$ cat config.mk
export PLATFORM = sky130hd
export DESIGN_NAME = blkpar_codec
export DESIGN_NICKNAME = d
export VERILOG_FILES = /design/src/rtl/blkpar_pkg.sv /design/src/rtl/blkpar_satcnt.sv /design/src/rtl/blkpar_gen.sv /design/src/rtl/blkpar_chk.sv /design/src/rtl/blkpar_codec.sv
export SDC_FILE = /design/constraint.sdc
export NUM_CORES = 1
export LEC_CHECK = 0
export ABC_AREA = 1
export BUFFER_PORTS_ARGS = -buffer_cell sky130_fd_sc_hd__buf_2
export CORE_MARGIN = 2
export CORE_UTILIZATION = 47
export DETAILED_ROUTE_END_ITERATION = 16
export GPL_ROUTABILITY_DRIVEN = 0
export PLACE_DENSITY = 0.73
export SETUP_SLACK_MARGIN = 0.05
export SLEW_MARGIN = 20
export SYNTH_ARGS = -nofsm -noshare
export SYNTH_HDL_FRONTEND = slang
export SYNTH_SLANG_ARGS = --single-unit
$ cat constraint.sdc
create_clock -name clk -period 7.8 [get_ports clk]
set_clock_uncertainty 0.1 [all_clocks]
set_input_delay 2.34 -clock clk [delete_from_list [all_inputs] [get_ports clk]]
set_output_delay 2.34 -clock clk [all_outputs]
set_load 0.05 [all_outputs]
$ cat src/rtl/blkpar_pkg.sv
package blkpar_pkg;
  typedef enum logic {
    GEN_PASS = 1'b0,
    GEN_ROW  = 1'b1
  } gen_state_t;

  typedef struct packed {
    logic pass;
    logic fail;
  } verdict_t;
endpackage

$ cat src/rtl/blkpar_satcnt.sv
module blkpar_satcnt #(
  parameter int W = 3
) (
  input  logic         clk,
  input  logic         rst_n,
  input  logic         restart,
  input  logic         seed,
  input  logic         bump,
  output logic [W-1:0] count
);
  localparam logic [W-1:0] TOP = {W{1'b1}};

  always_ff @(posedge clk) begin
    if (!rst_n) begin
      count <= '0;
    end else if (restart) begin
      count <= {{(W-1){1'b0}}, seed};
    end else if (bump && count != TOP) begin
      count <= count + 1'b1;
    end
  end

  assert_no_wrap_R9: assert property (@(posedge clk) disable iff (!rst_n)
    (count == TOP && !restart) |=> count == TOP);
endmodule

$ cat src/rtl/blkpar_gen.sv
module blkpar_gen
  import blkpar_pkg::*;
#(
  parameter int CHAR_W = 7,
  localparam int WORD_W = CHAR_W + 1
) (
  input  logic              clk,
  input  logic              rst_n,
  input  logic              in_valid,
  output logic              in_ready,
  input  logic [CHAR_W-1:0] in_char,
  input  logic              in_first,
  input  logic              in_last,
  output logic              out_valid,
  input  logic              out_ready,
  output logic [WORD_W-1:0] out_word,
  output logic              out_first,
  output logic              out_last
);
  gen_state_t        state;
  logic [WORD_W-1:0] col_acc;
  logic [WORD_W-1:0] row_q;
  logic [WORD_W-1:0] enc;
  logic [WORD_W-1:0] acc_next;
  logic              take;

  always_comb begin
    enc      = {^in_char, in_char};
    acc_next = in_first ? enc : (col_acc ^ enc);
    in_ready = out_ready && (state == GEN_PASS);
    take     = in_valid && in_ready;
    if (state == GEN_ROW) begin
      out_valid = 1'b1;
      out_word  = row_q;
      out_first = 1'b0;
      out_last  = 1'b1;
    end else begin
      out_valid = in_valid;
      out_word  = enc;
      out_first = in_first;
      out_last  = 1'b0;
    end
  end

  always_ff @(posedge clk) begin
    if (!rst_n) begin
      state   <= GEN_PASS;
      col_acc <= '0;
      row_q   <= '0;
    end else begin
      if (take) begin
        col_acc <= acc_next;
        if (in_last) begin
          row_q <= acc_next;
          state <= GEN_ROW;
        end
      end
      if (state == GEN_ROW && out_ready) begin
        state <= GEN_PASS;
      end
    end
  end

  assert_row_even_R2: assert property (@(posedge clk) disable iff (!rst_n)
    (out_valid && out_last) |-> (^out_word) == 1'b0);
  assert_row_hold_R3: assert property (@(posedge clk) disable iff (!rst_n)
    (out_valid && out_last && !out_ready) |=> (out_valid && out_last && $stable(out_word)));
  assert_row_blocks_input_R3: assert property (@(posedge clk) disable iff (!rst_n)
    out_last |-> !in_ready);
  assert_row_follows_last_R2: assert property (@(posedge clk) disable iff (!rst_n)
    $rose(out_last) |-> $past(in_valid && in_ready && in_last));
endmodule

$ cat src/rtl/blkpar_chk.sv
module blkpar_chk
  import blkpar_pkg::*;
#(
  parameter int WORD_W = 8,
  parameter int ROWCNT_W = 3,
  localparam int COLCNT_W = $clog2(WORD_W + 1)
) (
  input  logic                clk,
  input  logic                rst_n,
  input  logic                in_valid,
  output logic                in_ready,
  input  logic [WORD_W-1:0]   in_word,
  input  logic                in_first,
  input  logic                in_last,
  output logic                ok,
  output logic                bad,
  output logic [ROWCNT_W-1:0] row_fails,
  output logic [COLCNT_W-1:0] col_fails
);
  logic [WORD_W-1:0]   col_acc;
  logic [WORD_W-1:0]   col_diff;
  logic [COLCNT_W-1:0] diff_ones;
  logic [ROWCNT_W-1:0] row_run;
  logic                is_char;
  logic                is_row;
  logic                odd;
  verdict_t            verdict;

  assign in_ready = 1'b1;

  always_comb begin
    is_char  = in_valid && !in_last;
    is_row   = in_valid && in_last;
    odd      = ^in_word;
    col_diff = col_acc ^ in_word;
    diff_ones = '0;
    for (int b = 0; b < WORD_W; b++) begin
      diff_ones = diff_ones + COLCNT_W'(col_diff[b]);
    end
    verdict.pass = (row_run == '0) && (col_diff == '0);
    verdict.fail = !verdict.pass;
  end

  blkpar_satcnt #(.W(ROWCNT_W)) i_rowcnt (
    .clk     (clk),
    .rst_n   (rst_n),
    .restart (is_char && in_first),
    .seed    (odd),
    .bump    (is_char && !in_first && odd),
    .count   (row_run)
  );

  always_ff @(posedge clk) begin
    if (!rst_n) begin
      col_acc   <= '0;
      ok        <= 1'b0;
      bad       <= 1'b0;
      row_fails <= '0;
      col_fails <= '0;
    end else begin
      ok  <= 1'b0;
      bad <= 1'b0;
      if (is_char) begin
        col_acc <= in_first ? in_word : (col_acc ^ in_word);
      end
      if (is_row) begin
        ok        <= verdict.pass;
        bad       <= verdict.fail;
        row_fails <= row_run;
        col_fails <= diff_ones;
      end
    end
  end

  always_comb begin
    assert_always_ready_R11: assert (in_ready == 1'b1);
  end

  assert_one_verdict_R5: assert property (@(posedge clk) disable iff (!rst_n)
    $onehot0({ok, bad}));
  assert_verdict_timing_R4: assert property (@(posedge clk) disable iff (!rst_n)
    (ok || bad) |-> $past(in_valid && in_last));
  assert_verdict_after_row_R5: assert property (@(posedge clk) disable iff (!rst_n)
    (in_valid && in_last) |=> (ok || bad));
  assert_pass_clean_R4: assert property (@(posedge clk) disable iff (!rst_n)
    ok |-> (row_fails == '0 && col_fails == '0));
  assert_counts_hold_R11: assert property (@(posedge clk) disable iff (!rst_n)
    !(ok || bad) |-> ($stable(row_fails) && $stable(col_fails)));
endmodule

$ cat src/rtl/blkpar_codec.sv
module blkpar_codec #(
  parameter int CHAR_W = 7,
  parameter int ROWCNT_W = 3,
  localparam int WORD_W = CHAR_W + 1,
  localparam int COLCNT_W = $clog2(WORD_W + 1)
) (
  input  logic                clk,
  input  logic                rst_n,
  input  logic                src_valid,
  output logic                src_ready,
  input  logic [CHAR_W-1:0]   src_char,
  input  logic                src_first,
  input  logic                src_last,
  output logic                enc_valid,
  input  logic                enc_ready,
  output logic [WORD_W-1:0]   enc_word,
  output logic                enc_first,
  output logic                enc_last,
  input  logic                rcv_valid,
  output logic                rcv_ready,
  input  logic [WORD_W-1:0]   rcv_word,
  input  logic                rcv_first,
  input  logic                rcv_last,
  output logic                block_ok,
  output logic                block_bad,
  output logic [ROWCNT_W-1:0] row_fail_cnt,
  output logic [COLCNT_W-1:0] col_fail_cnt
);
  blkpar_gen #(.CHAR_W(CHAR_W)) i_gen (
    .clk       (clk),
    .rst_n     (rst_n),
    .in_valid  (src_valid),
    .in_ready  (src_ready),
    .in_char   (src_char),
    .in_first  (src_first),
    .in_last   (src_last),
    .out_valid (enc_valid),
    .out_ready (enc_ready),
    .out_word  (enc_word),
    .out_first (enc_first),
    .out_last  (enc_last)
  );

  blkpar_chk #(.WORD_W(WORD_W), .ROWCNT_W(ROWCNT_W)) i_chk (
    .clk       (clk),
    .rst_n     (rst_n),
    .in_valid  (rcv_valid),
    .in_ready  (rcv_ready),
    .in_word   (rcv_word),
    .in_first  (rcv_first),
    .in_last   (rcv_last),
    .ok        (block_ok),
    .bad       (block_bad),
    .row_fails (row_fail_cnt),
    .col_fails (col_fail_cnt)
  );
endmodule

# Word level (Yosys, flattened, before mapping)
# Cells that the tools add are included.
# word_totals
register_bits,37
wordCells,53
input_bits,24
output_inout_bits,22
# classes
eq_ne,1
add_sub_neg,8
reduce_logical,22
n_mux,8
n_bitwise,4
# ops
op,n
4-bit by 1-bit adder with 4-bit output,6
8-bit two-way mux,3
8-bit bitwise XOR,2
1-bit logical AND,10
8-bit logical NOT,1
8-bit XOR reduction,1
7-bit XOR reduction,1
1-bit two-way mux,5
2-bit AND reduction,2
2-bit OR reduction,2
"3-bit by 1-bit adder with 3-bit output, second input constant",1
1-bit logical NOT,3
3-bit logical NOT,1
"3-bit != test, second input constant",1
1-bit by 1-bit adder with 2-bit output,1
1-bit inverter,2
2-bit nonzero test,1

# Longest topological paths before layout
# Gate-level depths: netlist of the first run.
# logic_depth
word_depth,8
depth_mapped,12
mapped_depth_nobuf,12

# Hierarchy
# Synthesis of the first run repeated with hierarchy kept, for this count alone.
# hier_totals
cells_unflattened,321
hier_area_um2,2258.4
# modules_own_cells
mod,n_inst,seq_area_each_um2,area_per_inst_um2,cells_each
blkpar_chk,1,340.3,1129.8,161
blkpar_gen,1,340.3,967.2,138
blkpar_satcnt,1,60.1,161.4,22

# Worst setup path before layout of the first run
# OpenSTA, ideal clock, no wires.
# synth_path
kind,input -> output
start,input src_char[5]
end,output enc_word[7]
path_buffers,1
slack_ns,1.402
arrival_ns,3.958
path_stages,7
t_required_ns,5.360
cell_sequence,buf_4 -> xor2_1 -> nand2_1 -> nand2_1 -> nand2_1 -> nand2_1 -> o21ai_0
# synth_between
elab_chain_len,2
# synth_lines
item,line,rtl
from (decl),blkpar_codec.sv:11,"input logic [CHAR_W-1:0] src_char,"
7-bit XOR reduction,blkpar_gen.sv:28,"enc = {^in_char, in_char};"
8-bit two-way mux,blkpar_gen.sv:32,if (state == GEN_ROW) begin
to (decl),blkpar_codec.sv:16,"output logic [WORD_W-1:0] enc_word,"
# Every way passes these cells.

# Worst setup path in the final report of the first run
# Ends and elaborated chain as after synthesis.

==> results of run 1 <==
[flip-flops by register name (all words and copies together) (netlist names)]
signal,flops
i_chk.col_fails,4
i_chk.ok,1
i_chk.col_acc,8
i_chk.row_fails,3
i_gen.row_q,8
i_chk.bad,1
i_chk.i_rowcnt.count,3
i_gen.state,1
i_gen.col_acc,8
[power by group through the flow]
stage / logic [mW] / registers, mW / clock network, mW
6_report: 0.146 / 0.207 / 0.134
4_1_cts: 0.148 / 0.207 / 0.137
2_1_floorplan: 0.103 / 0.222 / 0
5_1_grt: 0.164 / 0.208 / 0.145
3_3_place_gp: 0.143 / 0.211 / 0
3_5_place_dp: 0.148 / 0.211 / 0
[cells in the final DEF (no fill, tap or decap), types with 2 or more instances in the layout]
cell and n:
o21ai_1 2, nand3_1 5, nor2_4 2, ha_1 7
dfxtp_1 37, inv_1 33, nor2_2 4, a21oi_2 3
buf_2 44, clkbuf_8 6, xor2_1 16, o21a_1 7
nand2_1 91, nand2_2 5, nor2_1 7, a31oi_1 6
fa_1 4, o21ai_0 24, inv_2 6, xnor2_1 9
a2bb2oi_1 2, a21oi_1 25
[worst min-delay path by stage]
stage / start / to / slack, ns / depth (start not counted)
floorplan: i_gen.row_q[0]$_SDFFE_PN0P_ / i_gen.row_q[0]$_SDFFE_PN0P_ / 0.34 / 1
global placement: i_gen.row_q[1]$_SDFFE_PN0P_ / i_gen.row_q[1]$_SDFFE_PN0P_ / 0.35 / 1
detailed placement: i_gen.row_q[4]$_SDFFE_PN0P_ / i_gen.row_q[4]$_SDFFE_PN0P_ / 0.36 / 1
CTS: i_gen.row_q[4]$_SDFFE_PN0P_ / i_gen.row_q[4]$_SDFFE_PN0P_ / 0.37 / 1
global route: i_gen.row_q[4]$_SDFFE_PN0P_ / i_gen.row_q[4]$_SDFFE_PN0P_ / 0.39 / 1
finish: i_gen.row_q[4]$_SDFFE_PN0P_ / i_gen.row_q[4]$_SDFFE_PN0P_ / 0.37 / 1
[final cells by class]
class / instances / area [µm²] / share of cell area [%]
multi-input cells: 225 / 1290 / 50.5
inverters: 40 / 150 / 5.88
repair buffers: 44 / 220 / 8.62
well taps: 54 / 67.6 / 2.65
flip-flops and latches: 37 / 741 / 29.0
clock buffers: 7 / 86.3 / 3.38
[per-layer routing]
metal,up-vias,GRT usage [%],wire length [µm]
li1,1068,-,-
met1,873,20.3,2000
met2,54,30.6,2090
met3,9,4.42,228
met4,0,7.41,99
met5,-,0,0
[metrics by stage]
stage / std cells / setup WS (ns)
final: 407 / 2.02
after CTS: 407 / 2.01
after global routing: 407 / 1.93
after floorplan: 313 / 1.40
after global placement: 400 / 2.07
after detailed placement: 400 / 2.01
[cells by family after synthesis]
family | Yosys count
AND/OR/NAND/NOR | 118
XOR/XNOR | 25
flip-flops | 37
AO/OA/AOI/OAI | 70
adder cells (fa/ha/maj) | 11
other | 1
buffers and inverters | 51
==> reports/qor.yml, run 1 <==
critical_path:
  crit_cells: 8
  critical-path-max-stage-delay_ns: 0.28
  r2r_end: "i_chk.col_fails[2]$_SDFFE_PN0P_"
  worst-setup-path-type: "input pin to output pin"
  end_kind: "output pin"
  critPathLaunch: "src_char[5]"
  reg2reg_from: "i_chk.col_acc[1]$_SDFFE_PN0P_"
  critical_path_buf_inv_count: 2
  rr_worst_depth: 10
  rrSetupSlack_ns: 4.54
  cp_max_fo: 6
  worstPathArrival_ns: 3.34
  worstSetupStartpointType: "input pin"
  crit_required_ns: 5.36
  crit_path_end: "enc_word[7]"
  crit_path_cell_trace: "buf_2 -> xor2_1 -> nand2_1 -> nand2_1 -> nand2_1 -> nand2_1 -> o21ai_0 -> buf_2"
  critPathSlowestCell: "buf_2"
  cp_common_cell: "nand2_1"
  cpLargestDelayFamily: "buffers and inverters"
routing:
  drt_iter0_drc: 48
  vias: 2004
  routed_via_density: 4.92
  dr.pass1.iters: 4
  drc: 0
  wire_per_inst_um: 10.8
  wirelength_um: 4410
  ant_nets: 0
run_status:
  status: "finished, final reports clean"
power:
  clockPowerShare_pct: 27.5
  pwr-share-seq_pct: 42.5
  powerDensity_nw_per_um2: 191
  p_int_mw: 0.319
  ir_drop_v: 0.0000755
  switching_share_pct: 34.4
  p_comb_share_pct: 30.0
  leakagePower_nw: 1.25
  p_switching_mw: 0.167
  power_mw: 0.487
synth:
  syn-cell-area_um2: 2250
  yosys.cell_types.count: 31
  synth_xor_area_share_pct: 9.73
  synth-main-ff-cell: "dfxtp_1"
  synthSimpleGateAreaFrac_pct: 22.2
  netlist_instances: 313
  yosysMostFrequentCell: "nand2_1"
  yosysTopAreaCell: "dfxtp_1"
  synth_fa_ha_area_share_pct: 7.45
  synth-seq-area-share_pct: 32.9
  synth_fp_nets: 348
  synth-edff-count: 0
  synth_top_family_by_area: "simple AND/OR/NAND/NOR gates"
  yosys-top-cells-count: "nand2_1 (91), dfxtp_1 (37), inv_1 (33)"
  synthArstFlopShare_pct: 0
  synth_compound_area_share_pct: 17.7
  yosysWarnings: 0
  yosys-top-cells-area: "dfxtp_1 (33%), nand2_1 (15%), xor2_1 (6.2%)"
  synth_mux_area_share_pct: 0
  syn_avg_cell_area_um2: 7.19
  ys_seq_elements: 37
  yosysTopAreaCellShare_pct: 32.9
flow_run:
  max-cap-violations: 0
sta:
  period_share_pct: 74.2
  finalSetupViolations: 0
  final.min_clock_period_ns: 5.78
  hold_viol: 0
  fin_hold_ws_ns: 0.365
  final_max_slew_viol_count: 0
  fmax_mhz: 173
  finalSetupTns_ns: 0
  rsz0062_at_grt: "no"
finish:
  fillCellCount: 468
  finish.instance_area_um2: 2550
  num_antenna_cells: 0
  finalNetCount: 388
  final_layout_size_suffix_gt1_share_pct: 20.7
  area_growth_pct: 13.5
  post-route-util_pct: 54.8
floorplanning:
  num_rows: 25
  die_w_um: 73.2
  start_util_pct: 48.3
  core_um2: 4660
  die_y_um: 73.2
  io_pins: 46
  die_area_um2: 5360
clock_tree:
  cts_buffers: 5
  cts-root-buf: "clkbuf_8"
  cts_setup_buffers: 0
  clkTransAtPathRegs_ns: 0.07
  hold_buffers: 0
  cts_sinks: 37
  cts_tree: "yes"
  cts_resized: 0
  clock_latency_ns: 0.29
  cts_max_path_buffers: 2
  cts-htree-levels: 2
global_routing:
  antenna_found_initial: 0
  grt_pass1_wl_um: 7320
  grt_usage_pct: 17.6
  grt_pass1_vias: 1757
  gr-total-overflow: 0
  grt_max_degree: 20
place:
  dp_hpwl_um: 3510
  placed_area_um2: 2470
  io_buffers: 44
worst_hold_path:
  hp-class: "register to register"
(Power assumes the default switching activity.)
==> run 2: changes to the inputs <==
Settings changed: ABC_AREA 1 to 0.
Clock period 7.8 ns to 5.4 ns, I/O delays scaled along.
==> run 2 against run 1 <==
Non-clock buffer count stayed put. Synthesized area did not move. Highest routed layer unchanged. Flip-flop and latch count unchanged. Worst hold slack improved by 0.0061 ns. Global-route usage is 0.38 points lower. Sequential share of layout area down 0.68 points. Cell count is 12% lower. Sequential power is 46% higher. Wire length decreased by 0.57%. Cell area is 2.4% higher. Clock-buffer cell count decreased by 2. First-iteration DRC count up 23%.
==> reports/qor.yml, run 2 <==
critical_path:
  worst-setup-path-type: "input pin to output pin"
  cpLargestDelayFamily: "XOR/XNOR gates"
  crit_required_ns: 3.68  # -1.68 ns
  worstSetupStartpointType: "input pin"
  end_kind: "output pin"
  reg2reg_from: "i_chk.col_acc[0]$_SDFFE_PN0P_"
  cp_common_cell: "xnor2_1"
  worstPathArrival_ns: 2.76  # -0.58 ns
  rrSetupSlack_ns: 2.14  # -2.40 ns
  critical-path-max-stage-delay_ns: 0.34  # +0.06 ns
  r2r_end: "i_chk.col_fails[2]$_SDFFE_PN0P_"
  critical_path_buf_inv_count: 2  # unchanged
  rr_worst_depth: 11  # +1
  cp_max_fo: 5  # -1
  crit_path_cell_trace: "buf_2 -> xnor2_1 -> xnor2_1 -> xnor2_1 -> o21ai_0 -> buf_2"
  critPathSlowestCell: "xnor2_1"
synth:
  syn_avg_cell_area_um2: 8.43  # +17%
  synth-main-ff-cell: "dfxtp_1"
  yosys-top-cells-count: "nand2_1 (44), dfxtp_1 (37), o21ai_0 (33)"
  yosys-top-cells-area: "dfxtp_1 (33%), xnor2_1 (10%), nor2b_1 (8.1%)"
  yosysTopAreaCell: "dfxtp_1"
  synth-edff-count: 0  # unchanged
  yosys.cell_types.count: 33  # +6.5%
  synthArstFlopShare_pct: 0  # unchanged
  synth-seq-area-share_pct: 32.9  # unchanged
  netlist_instances: 267  # -15%
  yosysWarnings: 0  # unchanged
  yosysTopAreaCellShare_pct: 32.9  # unchanged
  syn-cell-area_um2: 2250  # unchanged
  synth_fp_nets: 302  # -13%
  ys_seq_elements: 37  # unchanged
  yosysMostFrequentCell: "nand2_1"
clock_tree:
  cts_setup_buffers: 0  # unchanged
  clkTransAtPathRegs_ns: 0.08  # about the same
  cts_max_path_buffers: 2  # unchanged
  cts-htree-levels: 2  # unchanged
  cts_sinks: 37  # unchanged
  hold_buffers: 0  # unchanged
  cts_tree: "yes"
  cts-root-buf: "clkbuf_8"
  cts_resized: 0  # unchanged
  clock_latency_ns: 0.29  # about the same
  cts_buffers: 5  # unchanged
finish:
  final_layout_size_suffix_gt1_share_pct: 20.0  # -0.68 points
  layout_common_cells: "nand2_1 (44), buf_2 (44), dfxtp_1 (37), o21ai_0 (33), nor2b_1 (29)"
  finalNetCount: 339  # -13%
  num_antenna_cells: 0  # unchanged
  top_regs: "i_chk.col_acc (8), i_gen.col_acc (8), i_gen.row_q (8)"
  area_growth_pct: 16.2
  finish.instance_area_um2: 2620  # +2.4%
sta:
  finalSetupTns_ns: 0  # unchanged
  period_share_pct: 82.9
  worst_slew_pin_slew_ns: 0.610
  final.min_clock_period_ns: 4.48
  hold_viol: 0  # unchanged
  final_max_slew_viol_count: 0  # unchanged
  finalSetupViolations: 0  # unchanged
  rsz0062_at_grt: "no"
  max_slew_margin_pct: 59.3
  setup_ws_ns: 0.922  # -1.09 ns
  fmax_mhz: 223
power:
  powerDensity_nw_per_um2: 311  # +63%
  leakagePower_nw: 1.11  # -11%
  p_switching_mw: 0.250  # +49%
  clockPowerShare_pct: 34.9  # +7.4 points
  ir_drop_v: 0.000169  # +120%
  p_comb_share_pct: 27.9  # -2.1 points
  pwr-share-seq_pct: 37.2  # -5.3 points
  p_int_mw: 0.563  # +76%
  switching_share_pct: 30.8  # -3.6 points
place:
  io_buffers: 44  # unchanged
  place_ws_ns: 0.745  # -1.26 ns
  placed_area_um2: 2480  # +0.56%
  dp_hpwl_um: 3190  # -9.2%
routing:
  wire_per_inst_um: 12.2  # +13%
  ant_nets: 0  # unchanged
  routed_via_density: 5.30  # +7.7%
  drt_iter0_drc: 59  # +23%
  dr.pass1.iters: 4  # unchanged
  drc: 0  # unchanged
  vias: 1904  # -5.0%
  wirelength_um: 4390  # -0.57%
floorplanning:
  start_util_pct: 48.3  # unchanged
  die_area_um2: 5360  # unchanged
  core_um2: 4660  # unchanged
  num_rows: 25  # unchanged
  io_pins: 46  # unchanged
  die_y_um: 73.2  # unchanged
  die_w_um: 73.2  # unchanged
worst_hold_path:
  min_to: "i_chk.row_fails[1]$_SDFFE_PN0P_"
  hold_start: "i_chk.row_fails[1]$_SDFFE_PN0P_"
  hp-class: "register to register"
  hold_path_depth: 2  # +1
global_routing:
  grt_pass1_wl_um: 7230  # -1.2%
  grt_max_degree: 39  # +95%
  gr-total-overflow: 0  # unchanged
  antenna_found_initial: 0  # unchanged
  grt_usage_pct: 17.2  # -0.38 points
  grt_pass1_vias: 1559  # -11%
flow_run:
  max-cap-violations: 0  # unchanged
run_status:
  status: "finished, final reports clean"
## run 2: changes by cell type after synthesis, moves of 12 or more
| cell | change |
|---|---|
| xor2_1 | -12 |
| nand2_1 | -47 |
| inv_1 | -26 |
| a22oi_1 | +15 |
| xnor2_1 | +17 |
| nor2b_1 | +29 |
| a21oi_1 | -23 |
## run 2: area by class of cell
cell class	instances	area [µm²]
Tap cell	54	67.6
Clock inverter	3	65.1
Multi-Input combinational cell	209	1430
Clock buffer	5	68.8
Sequential cell	37	741
Timing Repair Buffer	44	220
Fill cell	410	2050
Inverter	7	26.3
## run 2: cells by family after synthesis
group	after synthesis	synth area share, %
XOR/XNOR	30	11.7
multiplexers	7	3.50
other	1	0.167
buffers and inverters	21	3.67
AND/OR/NAND/NOR	88	19.5
AO/OA/AOI/OAI	72	21.1
flip-flops	37	32.9
adder cells (fa/ha/maj)	11	7.45
## run 2: layer usage
metal | up-vias | wire (µm) | track usage [%]
met5 | - | 0 | 0
met4 | 0 | 52 | 4.94
met3 | 5 | 218 | 4.01
met2 | 42 | 2020 | 27.7
met1 | 870 | 2100 | 22.9
li1 | 987 | - | -
## run 2: power groups by stage
stage / clock, mW / combinational [mW] / sequential (mW)
after global placement: 0 / 0.224 / 0.309
after CTS: 0.290 / 0.230 / 0.303
after global routing: 0.303 / 0.257 / 0.306
after detailed placement: 0 / 0.229 / 0.309
after floorplan: 0 / 0.164 / 0.320
final: 0.283 / 0.227 / 0.303
## run 2: how the worst max path moves through the flow
stage | to | depth (start not counted) | from
3_3_place_gp | i_chk.col_fails[2]$_SDFFE_PN0P_ | 12 | rcv_word[0]
4_1_cts | enc_word[7] | 6 | src_char[3]
2_1_floorplan | enc_word[7] | 4 | src_char[5]
5_1_grt | i_chk.col_fails[2]$_SDFFE_PN0P_ | 12 | rcv_word[0]
3_5_place_dp | i_chk.col_fails[2]$_SDFFE_PN0P_ | 12 | rcv_word[0]
6_report | enc_word[7] | 6 | src_char[3]
## run 2: metrics by stage
stage	cells	hold WS, ns	total power, mW	util, %
floorplan	267	0.367	0.484	-
detailed placement	351	0.364	0.538	53.2
CTS	359	0.375	0.823	56.1
global placement	351	0.353	0.533	53.2
finish	359	0.371	0.813	56.1
global route	359	0.405	0.865	56.1
## run 2: worst reg2reg max path: cells and delay by family (launching register included)
| family | cells | cell delay, ns |
|---|---|---|
| AO/OA/AOI/OAI | 1 | 0.15 |
| XOR/XNOR | 2 | 0.34 |
| adder cells (fa/ha/maj) | 5 | 2.04 |
| buffers and inverters | 2 | 0.11 |
| flip-flops | 1 | 0.38 |
| AND/OR/NAND/NOR | 1 | 0.06 |
==> run 3: changes to the inputs <==
Settings changed: PLACE_DENSITY 0.73 to 0.76.
Clock period 5.4 ns to 3.8 ns, I/O delays scaled along.
==> run 3 against run 2 <==
Global-route usage up 1.0 points. Critical path depth rose by 5. Power up 30%. Worst setup slack got worse by 0.81 ns. Clock-buffer cell count increased by 1. Clock power fell by 5%. Sequential share of layout area decreased by 0.48 points. Wire length up 8.6%. Critical endpoint is now i_chk.col_fails[1]$_SDFFE_PN0P_. Critical path type is now input pin to register. Non-clock buffer count is 6 higher. Cell area is 1.7% higher. First-iteration DRC count rose by 73%.
==> reports/qor.yml, run 3 (same netlist as run 2, synthesis figures left out) <==
global_routing:
  gr-total-overflow: 0  # unchanged
  grt_pass1_vias: 1689  # +8.3%
  antenna_found_initial: 0  # unchanged
  grt_usage_pct: 18.2  # +1.0 points
  grt_pass1_wl_um: 7570  # +4.7%
  grt_max_degree: 39  # unchanged
floorplanning:
  die_w_um: 73.2  # unchanged
  die_y_um: 73.2  # unchanged
  start_util_pct: 48.3  # unchanged
  num_rows: 25  # unchanged
  io_pins: 46  # unchanged
  core_um2: 4660  # unchanged
  die_area_um2: 5360  # unchanged
critical_path:
  rrSetupSlack_ns: 0.61  # -1.53 ns
  crit_required_ns: 3.89  # +0.21 ns
  worstSetupStartpointType: "input pin"
  worstPathArrival_ns: 3.78  # +1.02 ns
  cp_max_fo: 2  # -3
  end_kind: "register"
  critPathSlowestCell: "fa_2"
  crit_path_cell_trace: "buf_2 -> xor2_2 -> inv_2 -> ha_4 -> fa_1 -> inv_1 -> fa_1 -> fa_2 -> fa_2 -> nand2_1 -> o211a_1"
  critical-path-max-stage-delay_ns: 0.53  # +0.19 ns
  worst-setup-path-type: "input pin to register"
clock_tree:
  cts-htree-levels: 2  # unchanged
  clock_latency_ns: 0.30  # about the same
  hold_buffers: 0  # unchanged
  cts_max_path_buffers: 2  # unchanged
  cts_tree: "yes"
  clkTransAtPathRegs_ns: 0.07  # about the same
  cts_sinks: 37  # unchanged
  cts_buffers: 5  # unchanged
  cts-root-buf: "clkbuf_8"
sta:
  rsz0062_at_grt: "yes"
  finalSetupViolations: 0  # unchanged
  worst_slew_pin_slew_ns: 0.645  # +0.0356 ns
  period_share_pct: 97.1
  fmax_mhz: 271
  hold_viol: 0  # unchanged
  final_max_slew_viol_count: 0  # unchanged
  max_slew_margin_pct: 56.9  # -2.5 points
  final.min_clock_period_ns: 3.69
  finalSetupTns_ns: 0  # unchanged
finish:
  finalNetCount: 345  # +1.8%
  top_regs: "i_chk.col_acc (8), i_gen.col_acc (8), i_gen.row_q (8)"
  layout_common_cells: "nand2_1 (44), buf_2 (44), dfxtp_1 (37), o21ai_0 (32), nor2b_1 (29)"
  area_growth_pct: 18.2
  post-route-util_pct: 57.1  # +0.97 points
  stdcell_count: 365  # +1.7%
  num_antenna_cells: 0  # unchanged
  final_layout_size_suffix_gt1_share_pct: 23.5  # +3.5 points
power:
  power_mw: 1.06  # +30%
  leakagePower_nw: 1.12  # +1.4%
  powerDensity_nw_per_um2: 397  # +28%
  ir_drop_v: 0.000176  # +4.0%
routing:
  wire_per_inst_um: 13.0  # +6.8%
  drc: 0  # unchanged
  vias: 1946  # +2.2%
  wirelength_um: 4760  # +8.6%
  dr.pass1.iters: 5  # +1
  routed_via_density: 5.33  # +0.53%
  ant_nets: 0  # unchanged
  drt_iter0_drc: 102  # +73%
flow_run:
  max-cap-violations: 0  # unchanged
run_status:
  status: "finished, final reports clean"
place:
  dp.cells: 354  # +0.85%
  dp_hpwl_um: 3240  # +1.5%
  io_buffers: 44  # unchanged
worst_hold_path:
  hp-class: "register to register"
==> run 3: cell types whose count changed in the layout (fill, tap and decap cells not counted), moves of 2 or more <==
cell,delta
buf_4,+6
bufinv_16,-2
fa_1,-2
fa_2,+2
xnor2_1,-2
==> run 3: power by group <==
group | internal, mW | switching [mW] | leakage (nW)
combinational | 0.150 | 0.206 | 0.778
clock | 0.127 | 0.142 | 0.0450
sequential | 0.411 | 0.0202 | 0.302
==> run 3: layout make-up <==
class / count / area, µm²
Fill cell: 425 / 2000
Multi-Input combinational cell: 209 / 1480
Sequential cell: 37 / 741
Timing Repair Buffer: 50 / 265
Clock buffer: 6 / 72.6
Tap cell: 54 / 67.6
Inverter: 7 / 26.3
Clock inverter: 2 / 10.0
==> run 3: metal layers <==
metal / vias to the layer above / share of wire [%] / track usage [%]
met1: 911 / 48 / 23.8
li1: 992 / - / -
met5: - / 0 / 0
met3: 9 / 3.9 / 4.28
met2: 34 / 47 / 29.5
met4: 0 / 1.8 / 6.17
==> run 3: final timing paths <==
kind,start,to,cells past startpoint
worst max register to register,i_chk.col_acc[1]$_SDFFE_PN0P_,i_chk.col_fails[1]$_SDFFE_PN0P_,9
worst min-delay path,i_chk.col_fails[3]$_SDFFE_PN0P_,i_chk.col_fails[3]$_SDFFE_PN0P_,2
worst min register to register,i_chk.col_fails[3]$_SDFFE_PN0P_,i_chk.col_fails[3]$_SDFFE_PN0P_,2
worst max-delay path,rcv_word[0],i_chk.col_fails[1]$_SDFFE_PN0P_,11
==> run 3: timing repair <==
item,in CTS,in global routing
endpoints found under the setup margin,0,2
buffers inserted,0,3
hold endpoints to repair,0,0
gates resized for setup,0,5
==> run 3: worst max-delay path, delay by kind of cell <==
kind	cells	cell delay (ns)
AOI/OAI and AO/OA	1	0.13
and+or+nand+nor	1	0.05
adders and majority gates	5	2.09
xor gates and xnor gates	1	0.16
buffers and inverters	3	0.23
==> run 3: per-stage QoR <==
stage | worst slack (ns) | area [µm²] | hold WS [ns]
detailed placement | -0.249 | 2520 | 0.357
finish | 0.109 | 2660 | 0.361
global placement | -0.209 | 2520 | 0.351
floorplan | -0.0431 | 2260 | 0.367
CTS | 0.0602 | 2600 | 0.365
global route | 0.00184 | 2660 | 0.393
